## src/rtl/pwalk_pkg.sv

```systemverilog
package pwalk_pkg;
  localparam int AW        = 32;
  localparam int IDX_BITS  = 7;
  localparam int ROOT_LSB  = AW - IDX_BITS;
  localparam int PTR_LSB   = ROOT_LSB - IDX_BITS;
  localparam int TBL_ALIGN = IDX_BITS + 2;
  localparam int PG4_SHIFT = 12;
  localparam int PG8_SHIFT = 13;
  localparam int EN_BIT    = 15;
  localparam int PSZ_BIT   = 14;
  localparam int B_WP      = 2;
  localparam int B_USED    = 3;
  localparam int B_MOD     = 4;
  localparam int CM_LSB    = 5;
  localparam int B_SUP     = 7;
  localparam int ATTR_W    = 4;

  typedef enum logic [1:0] {LV_ROOT, LV_PTR, LV_PAGE, LV_IND} level_e;

  typedef struct packed {
    logic   capture;
    logic   load;
    logic   write;
    logic   faulted;
    level_e lvl;
  } walk_ctl_t;

  typedef struct packed {
    logic       enabled;
    logic       typeBad;
    logic       typeInd;
    logic       protFault;
    logic [2:0] wbNeed;
  } walk_sts_t;
endpackage

```

## src/rtl/pwalk_dpath.sv

```systemverilog
module pwalk_dpath
  import pwalk_pkg::*;
(
  input  logic              clk,
  input  logic              rstN,
  input  walk_ctl_t         ctl,
  output walk_sts_t         sts,
  input  logic [AW-1:0]     reqAddr,
  input  logic              reqSuper,
  input  logic              reqWrite,
  input  logic [AW-1:0]     userRoot,
  input  logic [AW-1:0]     superRoot,
  input  logic [15:0]       xlateCtl,
  input  logic [AW-1:0]     memRdata,
  output logic [AW-1:0]     memAddr,
  output logic [AW-1:0]     memWdata,
  output logic [AW-1:0]     rspPhys,
  output logic [ATTR_W-1:0] rspAttr
);
  logic [AW-1:0] va, dRoot, dPtr, dPage, pageAddr;
  logic [AW-1:TBL_ALIGN] rootBase;
  logic isSup, isWr, pg8, en;
  logic [AW-1:0] rootAddr, ptrAddr, pageIdxAddr, indAddr, physRaw;
  logic wpAny;
  logic unusedBits;

  assign unusedBits = ^{xlateCtl[13:0], userRoot[TBL_ALIGN-1:0], superRoot[TBL_ALIGN-1:0]};

  always_ff @(posedge clk) begin
    if (!rstN) begin
      va <= '0; isSup <= 1'b0; isWr <= 1'b0; pg8 <= 1'b0; en <= 1'b0;
      rootBase <= '0; dRoot <= '0; dPtr <= '0; dPage <= '0; pageAddr <= '0;
    end else begin
      if (ctl.capture) begin
        va       <= reqAddr;
        isSup    <= reqSuper;
        isWr     <= reqWrite;
        pg8      <= xlateCtl[PSZ_BIT];
        en       <= xlateCtl[EN_BIT];
        rootBase <= reqSuper ? superRoot[AW-1:TBL_ALIGN] : userRoot[AW-1:TBL_ALIGN];
      end
      if (ctl.load) begin
        case (ctl.lvl)
          LV_ROOT: dRoot <= memRdata;
          LV_PTR:  dPtr  <= memRdata;
          LV_PAGE: begin dPage <= memRdata; pageAddr <= pageIdxAddr; end
          default: begin dPage <= memRdata; pageAddr <= indAddr; end
        endcase
      end
    end
  end

  assign rootAddr = {rootBase, va[AW-1:ROOT_LSB], 2'b00};
  assign ptrAddr  = {dRoot[AW-1:TBL_ALIGN], va[ROOT_LSB-1:PTR_LSB], 2'b00};
  assign indAddr  = {dPage[AW-1:2], 2'b00};
  assign pageIdxAddr = pg8 ? {dPtr[AW-1:PTR_LSB-PG8_SHIFT+2], va[PTR_LSB-1:PG8_SHIFT], 2'b00}
                           : {dPtr[AW-1:PTR_LSB-PG4_SHIFT+2], va[PTR_LSB-1:PG4_SHIFT], 2'b00};

  always_comb begin
    case (ctl.lvl)
      LV_ROOT: memAddr = rootAddr;
      LV_PTR:  memAddr = ptrAddr;
      LV_PAGE: memAddr = ctl.write ? pageAddr : pageIdxAddr;
      default: memAddr = indAddr;
    endcase
    case (ctl.lvl)
      LV_ROOT: memWdata = dRoot | (AW'(1) << B_USED);
      LV_PTR:  memWdata = dPtr | (AW'(1) << B_USED);
      default: memWdata = dPage | (AW'(1) << B_USED) | (AW'(isWr) << B_MOD);
    endcase
  end

  // type decode of the word returning from memory at the current level
  always_comb begin
    if (ctl.lvl == LV_ROOT || ctl.lvl == LV_PTR) begin
      sts.typeBad = ~memRdata[1];
      sts.typeInd = 1'b0;
    end else begin
      sts.typeBad = (memRdata[1:0] == 2'b00);
      sts.typeInd = (memRdata[1:0] == 2'b10);
    end
  end

  assign wpAny         = dRoot[B_WP] | dPtr[B_WP] | dPage[B_WP];
  assign sts.enabled   = en;
  assign sts.protFault = (isWr & wpAny) | (~isSup & dPage[B_SUP]);
  assign sts.wbNeed    = {~dPage[B_USED] | (isWr & ~dPage[B_MOD]), ~dPtr[B_USED], ~dRoot[B_USED]};

  always_comb begin
    if (!en)      physRaw = va;
    else if (pg8) physRaw = {dPage[AW-1:PG8_SHIFT], va[PG8_SHIFT-1:0]};
    else          physRaw = {dPage[AW-1:PG4_SHIFT], va[PG4_SHIFT-1:0]};
  end

  assign rspPhys = ctl.faulted ? '0 : physRaw;
  assign rspAttr = (ctl.faulted || !en) ? '0
                 : {dPage[B_SUP], dPage[CM_LSB+1:CM_LSB], wpAny};
endmodule

```

## src/rtl/pwalk_ctrl.sv

```systemverilog
module pwalk_ctrl
  import pwalk_pkg::*;
(
  input  logic      clk,
  input  logic      rstN,
  input  logic      reqValid,
  input  walk_sts_t sts,
  input  logic      memReqReady,
  input  logic      memRspValid,
  output walk_ctl_t ctl,
  output logic      busy,
  output logic      rspValid,
  output logic      memReqValid,
  output logic      memWrite
);
  typedef enum logic [3:0] {
    ST_IDLE, ST_START, ST_RD, ST_RWAIT, ST_CHK, ST_WPICK, ST_WR, ST_WWAIT, ST_DONE
  } state_e;

  state_e state;
  level_e lvl;
  logic faulted;
  logic [2:0] wbMask;

  assign ctl.capture = (state == ST_IDLE) && reqValid;
  assign ctl.load    = (state == ST_RWAIT) && memRspValid;
  assign ctl.write   = (state == ST_WR) || (state == ST_WWAIT);
  assign ctl.faulted = faulted;
  assign ctl.lvl     = lvl;

  assign busy        = (state != ST_IDLE);
  assign rspValid    = (state == ST_DONE);
  assign memReqValid = (state == ST_RD) || (state == ST_WR);
  assign memWrite    = (state == ST_WR);

  always_ff @(posedge clk) begin
    if (!rstN) begin
      state <= ST_IDLE; lvl <= LV_ROOT; faulted <= 1'b0; wbMask <= '0;
    end else begin
      case (state)
        ST_IDLE: if (reqValid) begin
          state <= ST_START; faulted <= 1'b0; lvl <= LV_ROOT;
        end
        ST_START: state <= sts.enabled ? ST_RD : ST_DONE;
        ST_RD: if (memReqReady) state <= ST_RWAIT;
        ST_RWAIT: if (memRspValid) begin
          if (sts.typeBad) begin
            faulted <= 1'b1; state <= ST_DONE;
          end else begin
            case (lvl)
              LV_ROOT: begin lvl <= LV_PTR;  state <= ST_RD; end
              LV_PTR:  begin lvl <= LV_PAGE; state <= ST_RD; end
              LV_PAGE: if (sts.typeInd) begin lvl <= LV_IND; state <= ST_RD; end
                       else state <= ST_CHK;
              default: if (sts.typeInd) begin faulted <= 1'b1; state <= ST_DONE; end
                       else state <= ST_CHK;
            endcase
          end
        end
        ST_CHK: if (sts.protFault) begin
          faulted <= 1'b1; state <= ST_DONE;
        end else begin
          wbMask <= sts.wbNeed; state <= ST_WPICK;
        end
        ST_WPICK: begin
          if (wbMask[0])      begin lvl <= LV_ROOT; state <= ST_WR; end
          else if (wbMask[1]) begin lvl <= LV_PTR;  state <= ST_WR; end
          else if (wbMask[2]) begin lvl <= LV_PAGE; state <= ST_WR; end
          else state <= ST_DONE;
        end
        ST_WR: if (memReqReady) state <= ST_WWAIT;
        ST_WWAIT: if (memRspValid) begin
          case (lvl)
            LV_ROOT: wbMask[0] <= 1'b0;
            LV_PTR:  wbMask[1] <= 1'b0;
            default: wbMask[2] <= 1'b0;
          endcase
          state <= ST_WPICK;
        end
        default: state <= ST_IDLE;
      endcase
    end
  end
endmodule

```

## src/rtl/page_walk_unit.sv

```systemverilog
module page_walk_unit
  import pwalk_pkg::*;
(
  input  logic              clk,
  input  logic              rstN,
  input  logic              reqValid,
  input  logic [AW-1:0]     reqAddr,
  input  logic              reqSuper,
  input  logic              reqWrite,
  input  logic [AW-1:0]     userRoot,
  input  logic [AW-1:0]     superRoot,
  input  logic [15:0]       xlateCtl,
  output logic              busy,
  output logic              rspValid,
  output logic [AW-1:0]     rspPhys,
  output logic [ATTR_W-1:0] rspAttr,
  output logic              rspFault,
  output logic              memReqValid,
  input  logic              memReqReady,
  output logic              memWrite,
  output logic [AW-1:0]     memAddr,
  output logic [AW-1:0]     memWdata,
  input  logic              memRspValid,
  input  logic [AW-1:0]     memRdata
);
  walk_ctl_t ctlBus;
  walk_sts_t stsBus;

  pwalk_ctrl u_ctrl (
    .clk(clk), .rstN(rstN), .reqValid(reqValid), .sts(stsBus),
    .memReqReady(memReqReady), .memRspValid(memRspValid), .ctl(ctlBus),
    .busy(busy), .rspValid(rspValid), .memReqValid(memReqValid), .memWrite(memWrite)
  );

  pwalk_dpath u_dpath (
    .clk(clk), .rstN(rstN), .ctl(ctlBus), .sts(stsBus),
    .reqAddr(reqAddr), .reqSuper(reqSuper), .reqWrite(reqWrite),
    .userRoot(userRoot), .superRoot(superRoot), .xlateCtl(xlateCtl),
    .memRdata(memRdata), .memAddr(memAddr), .memWdata(memWdata),
    .rspPhys(rspPhys), .rspAttr(rspAttr)
  );

  assign rspFault = ctlBus.faulted;
endmodule

```

## config.mk

```make
export PLATFORM = sky130hd
export DESIGN_NAME = page_walk_unit
export DESIGN_NICKNAME = d
export VERILOG_FILES = /design/src/rtl/pwalk_pkg.sv /design/src/rtl/pwalk_dpath.sv /design/src/rtl/pwalk_ctrl.sv /design/src/rtl/page_walk_unit.sv
export SDC_FILE = /design/constraint.sdc
export NUM_CORES = 1
export LEC_CHECK = 0
export BUFFER_PORTS_ARGS = -buffer_cell sky130_fd_sc_hd__buf_2
export CORE_MARGIN = 3
export CORE_UTILIZATION = 54
export DETAILED_ROUTE_END_ITERATION = 8
export PLACE_DENSITY = 0.78
export SLEW_MARGIN = 20
export SYNTH_ARGS = -nofsm -noshare
export SYNTH_HDL_FRONTEND = slang
export SYNTH_HIERARCHICAL = 1
export SYNTH_SLANG_ARGS = --single-unit
```

## constraint.sdc

```tcl
create_clock -name clk -period 3.2 [get_ports clk]
set_input_delay 0.16 -clock clk [delete_from_list [all_inputs] [get_ports clk]]
set_output_delay 0.16 -clock clk [all_outputs]
set_load 0.03 [all_outputs]
```

* After elaboration in Yosys (flattened, before gate mapping)
Cells that the tools add are included.
** Word-level totals
- Register bits after elaboration :: 197
- Input port bits :: 151
** Operators by class
- Equal/unequal tests :: 27
- Multiplexer cells :: 48
- Bitwise operators :: 15
- Reductions and logical operators :: 25
** Operators by type and width (count)
- case mux 32 bit (2 select lines) :: 2
- two-way mux 32 bit :: 3
- case mux 32 bit (3 select lines) :: 1
- two-way mux 4 bit :: 13
- bitwise OR 32 x 5 -> 32 bit :: 1
- case mux 4 bit (8 select lines) :: 1
- two-way mux 23 bit :: 1
- inequality test 2 bit, second input constant :: 11
- equality test 4 x 3 -> 1 bit, second input constant :: 4
- two-way mux 2 bit :: 8
- two-way mux 13 bit :: 1
- case mux 2 bit (3 select lines) :: 2
- AND reduction 4 bit :: 3
- two-way mux 1 bit :: 9
- two-way mux 3 bit :: 3
- inequality test 3 bit, second input constant :: 3
- equality test 4 x 2 -> 1 bit, second input constant :: 2
- two-way mux 8 bit :: 1
- case mux 4 bit (2 select lines) :: 1
- inverter 1 bit :: 7
- AND reduction 7 bit :: 1
- case mux 3 bit (2 select lines) :: 1
- AND reduction 2 bit :: 3
- AND reduction 6 bit :: 1
- 20 further kinds :: 32

* Longest topological paths before layout
- Depth in word-level cells :: 8
- Gate-level depth with buffers :: 10

* Cells and area by module
The synthesis kept the hierarchy.
** By module, submodules not included
- pwalk_dpath :: times used 1, cells each 1094, area an instance 9564.2 um^2, seq. area each 3703.6 um^2
- pwalk_ctrl :: times used 1, cells each 111, area an instance 843.3 um^2, seq. area each 200.2 um^2

* Worst setup path after synthesis
OpenSTA, ideal clock, no wires.
- Path kind :: flip-flop to output port
- Start point :: register u_ctrl.state[2]
- End point :: output memAddr[14]
- Data arrival time :: 2.383 ns
- Path slack :: 0.657 ns
- Stages on the path, launching flop included :: 9
- Path buffers :: 3
- Cell sequence :: dfxtp_1 > buf_2 > nor2b_1 > and2_1 > buf_6 > clkbuf_1 > mux2_2 > a222oi_1 > nand2_1
** RTL lines
- start: declaration :: RTL line pwalk_ctrl.sv:20 : state_e state;
- start signal: assignment :: RTL line pwalk_ctrl.sv:44 : ST_START: state <= sts.enabled ? ST_RD : ST_DONE;
- end: declaration :: RTL line page_walk_unit.sv:21 : output logic [AW-1:0] memAddr,

==> key figures <==
Finish
  – Layout cells sized above 1: 23.2%
  – Commonest non-fill, non-tap cell in the layout: nand2_1
  – Nets: 1571
  – Antenna diode count: 0
  – Area growth syn-to-layout: 22.5%
  – Most frequent cells in the layout: nand2_1, buf_2, dfxtp_1
  – Finished Layout Cells: 1688

Placement
  – PortBufs: 220
  – Gp weighted congestion: 0.889
  – Final HPWL DP: between 15 and 20 mm
  – Placed cells: 1601

Clock network
  – Worst-Skew Late Latency: 440 ps
  – Root Buffer Master: clkbuf_16
  – Total CTS buffers: 17
  – CTS Buffer Depth: 2
  – CTS resizes: 0
  – CTS tree: built
  – Clock-pin slew on the worst setup and hold paths: 80 ps
  – Hold buffer count at CTS: 56
  – H-tree depth: 4
  – CTS sink cnt: 195
  – Post CTS Setup Buffer Count: 0

Floorplan
  – Standard-cell row count: 50
  – Die W: 145 microns
  – Chip Height: 145 microns
  – Die area: 0.0210 sq mm
  – Core area: about 0.019 sq mm
  – Initial Utilization: between 50% and 60%
  – I/O pins: 256

Worst setup path
  – Arr. time, crit path: 2660 ps
  – Critical path depth: 6
  – CP max stage delay: 630 ps
  – WP data required: 3040 ps
  – CP bufs+invs: 2
  – R2R cell count: 5
  – Delay-heaviest family, CP: flip-flops
  – RR Endpoint: u_dpath/dRoot[9]
  – R2r setup slk: 670 ps
  – Worst R2R Start: u_ctrl/state[1]
  – CP startpoint kind: register
  – CP startpoint: u_ctrl/state[1]
  – Kind of end point of the critical path: output pin
  – CP max FO: 30
  – CP endpoint: memAddr[27]
  – Cell Chain, Critical Path: and2_1 -> buf_12 -> mux2_2 -> a222oi_1 -> nand2_1 -> buf_2
  – Slowest cell on the critical path: dfxtp_1
  – Worst Setup Path Type: register to output pin

Timing
  – Final hold vios: 0
  – Crit share post-route: 88.1%
  – Setup TNS: 0 ps
  – Achievable frequency: 355 MHz
  – Slew of the pin with the lowest slew margin: 1060 ps
  – RSZ-0062 raised after global routing: no
  – Slew Limit Fails: 0
  – Final setup viols: 0
  – Slew margin rel.: 29.1%
  – Final Skew: 9.36 ps
  – Fin crit period: ~2800 ps

Global routing
  – GR peak layer: met2
  – Met2 GRT Util: 48.5%
  – First-pass GRT wire length: 47.3 mm
  – Vias in the first global route: approximately 9000
  – Pin count of the biggest net entering global routing: 107
  – Global Route Usage Sum: 28.7%
  – Met1 usage: 36.4%
  – Met3 GRT Util: 4.93%
  – GRT overflow: 0
  – Initial antenna violation count: 0

Logic synthesis
  – Synth top area share: between 30% and 40%
  – Ys Warns: 6
  – Count of state elements after synthesis: 195
  – Cell count after synthesis: between 1000 and 1500
  – Sequential fraction of the synthesis area: 37.5%
  – Top post-synthesis cells by area: dfxtp_1, mux2i_1, nand2_1
  – Unique masters post-synth: 53
  – Commonest register cell after synthesis: dfxtp_1
  – Number of synthesized flops with an enable pin: 0
  – Top cell type by total area after synthesis: dfxtp_1
  – Mapped Avg Cell Area: between 8 and 9 sq um
  – Post-synthesis instance area: ~0.010 sq mm
  – Ys async rst share: 0%

Routing
  – Residual DRC: 0
  – DR vias/cell: 5.69
  – DRT Pass-1 Iters: 5
  – Routed WL: 30.9 mm
  – Starting DRT DRC Count: 931
  – Post-route ant nets: 0
  – Wire length per cell: around 18 microns
  – Vias: 9605

Min path
  – Worst Hold Class: input port to register

Run
  – Max Cap Viol: 0

Run status
  – Status: completed

Pwr
  – VDD IR max: just under 0.4 mV
  – Pwr/cell area: 582 mW/mm^2
  – Leak: 5.48 nW
## stage by stage
step                      cell area (sq um)  total power, mW  setup slack (ps)  utilization [%]  hold WS (ps)
after global routing                  12700             7.75               254             67.7          9.99
final                                 12700             7.42               380             67.7          5.96
after CTS                             12700             7.42               367             67.7          1.04
after floorplan                       10400             4.65               657                -           295
after global placement                11600             5.25               828             61.7           416
after detailed placement              11600             5.29               753             61.7           428
## state kept, by name, summed over array words and instances, names as in the netlist
register          flops
u_dpath/pageAddr     30
u_dpath/va           32
u_dpath/dRoot        32
u_ctrl/faulted        1
u_dpath/pg8           1
u_ctrl/wbMask         3
u_dpath/dPage        32
u_dpath/isSup         1
u_dpath/rootBase     23
u_dpath/en            1
u_ctrl/lvl            2
u_dpath/dPtr         32
u_ctrl/state          4
u_dpath/isWr          1
## worst min-delay path: stages
cell	delay (ps)
buf_2	80
mux2i_1	70
nor2b_1	100
## kinds of logic after synthesis
group                    synth area share [%]
flip-flops                               37.5
AND/OR/NAND/NOR                          20.1
multiplexers                             18.5
adder cells (fa/ha/maj)                 0.481
other                                  0.0722
buffers and inverters                    5.30
AO/OA/AOI/OAI                            18.1
## final cells by class
class / count / area [sq um]
Clock inverter: 11 / 103
Inverter: 12 / 46.3
Fill cell: 1494 / 6080
Clock buffer: 20 / 467
Multi-Input combinational cell: 892 / 5970
Tap cell: 260 / 325
Timing Repair Buffer: 298 / 1930
Sequential cell: 195 / 3910
## cells in the mapped netlist (2+ instances only)
master,n
o2111a_1,6
or4b_1,6
mux2i_1,136
nand4bb_1,2
a211oi_1,2
and3b_1,3
o211a_1,47
mux4_2,6
nand3b_1,6
mux2_2,30
nor2_1,33
nor3_1,7
mux2_4,6
a21boi_1,6
dfxtp_1,195
o22ai_1,4
ha_1,4
a222oi_1,24
o32ai_1,3
inv_1,12
nand2_1,329
conb_1,2
buf_2,44
and2_1,8
a21oi_1,11
buf_6,4
a31oi_1,3
clkbuf_1,52
nand2b_1,4
nor2b_1,56
o21ai_0,33
nand4_1,4
buf_4,5
a21boi_0,90
nand3_1,4
## worst min path at each step
stage                             from                to  slack (ps)  cells after the start
final                       reqAddr[2]     u_dpath/va[2]           6                      3
after global routing      memRdata[22]  u_dpath/dPtr[22]          10                      3
after CTS                 memRdata[22]  u_dpath/dPtr[22]           1                      3
after detailed placement   reqAddr[30]    u_dpath/va[30]         430                      3
after global placement      reqAddr[5]     u_dpath/va[5]         420                      3
after floorplan            memRdata[3]  u_dpath/dRoot[3]         290                      2
## per-layer routing
| metal | wire, microns | up-vias |
|---|---|---|
| met3 | 2150 | 64 |
| met2 | 15200 | 397 |
| met1 | 12700 | 4541 |
| li1 | - | 4603 |
| met4 | 946 | 0 |
| met5 | 0 | - |
## power by group
group / internal (mW) / switching (mW)
Sequential: 2.67 / 0.213
Combinational: 0.971 / 1.47
Clock: 1.14 / 0.958
Total: 4.78 / 2.64
(Power assumes the default switching activity.)
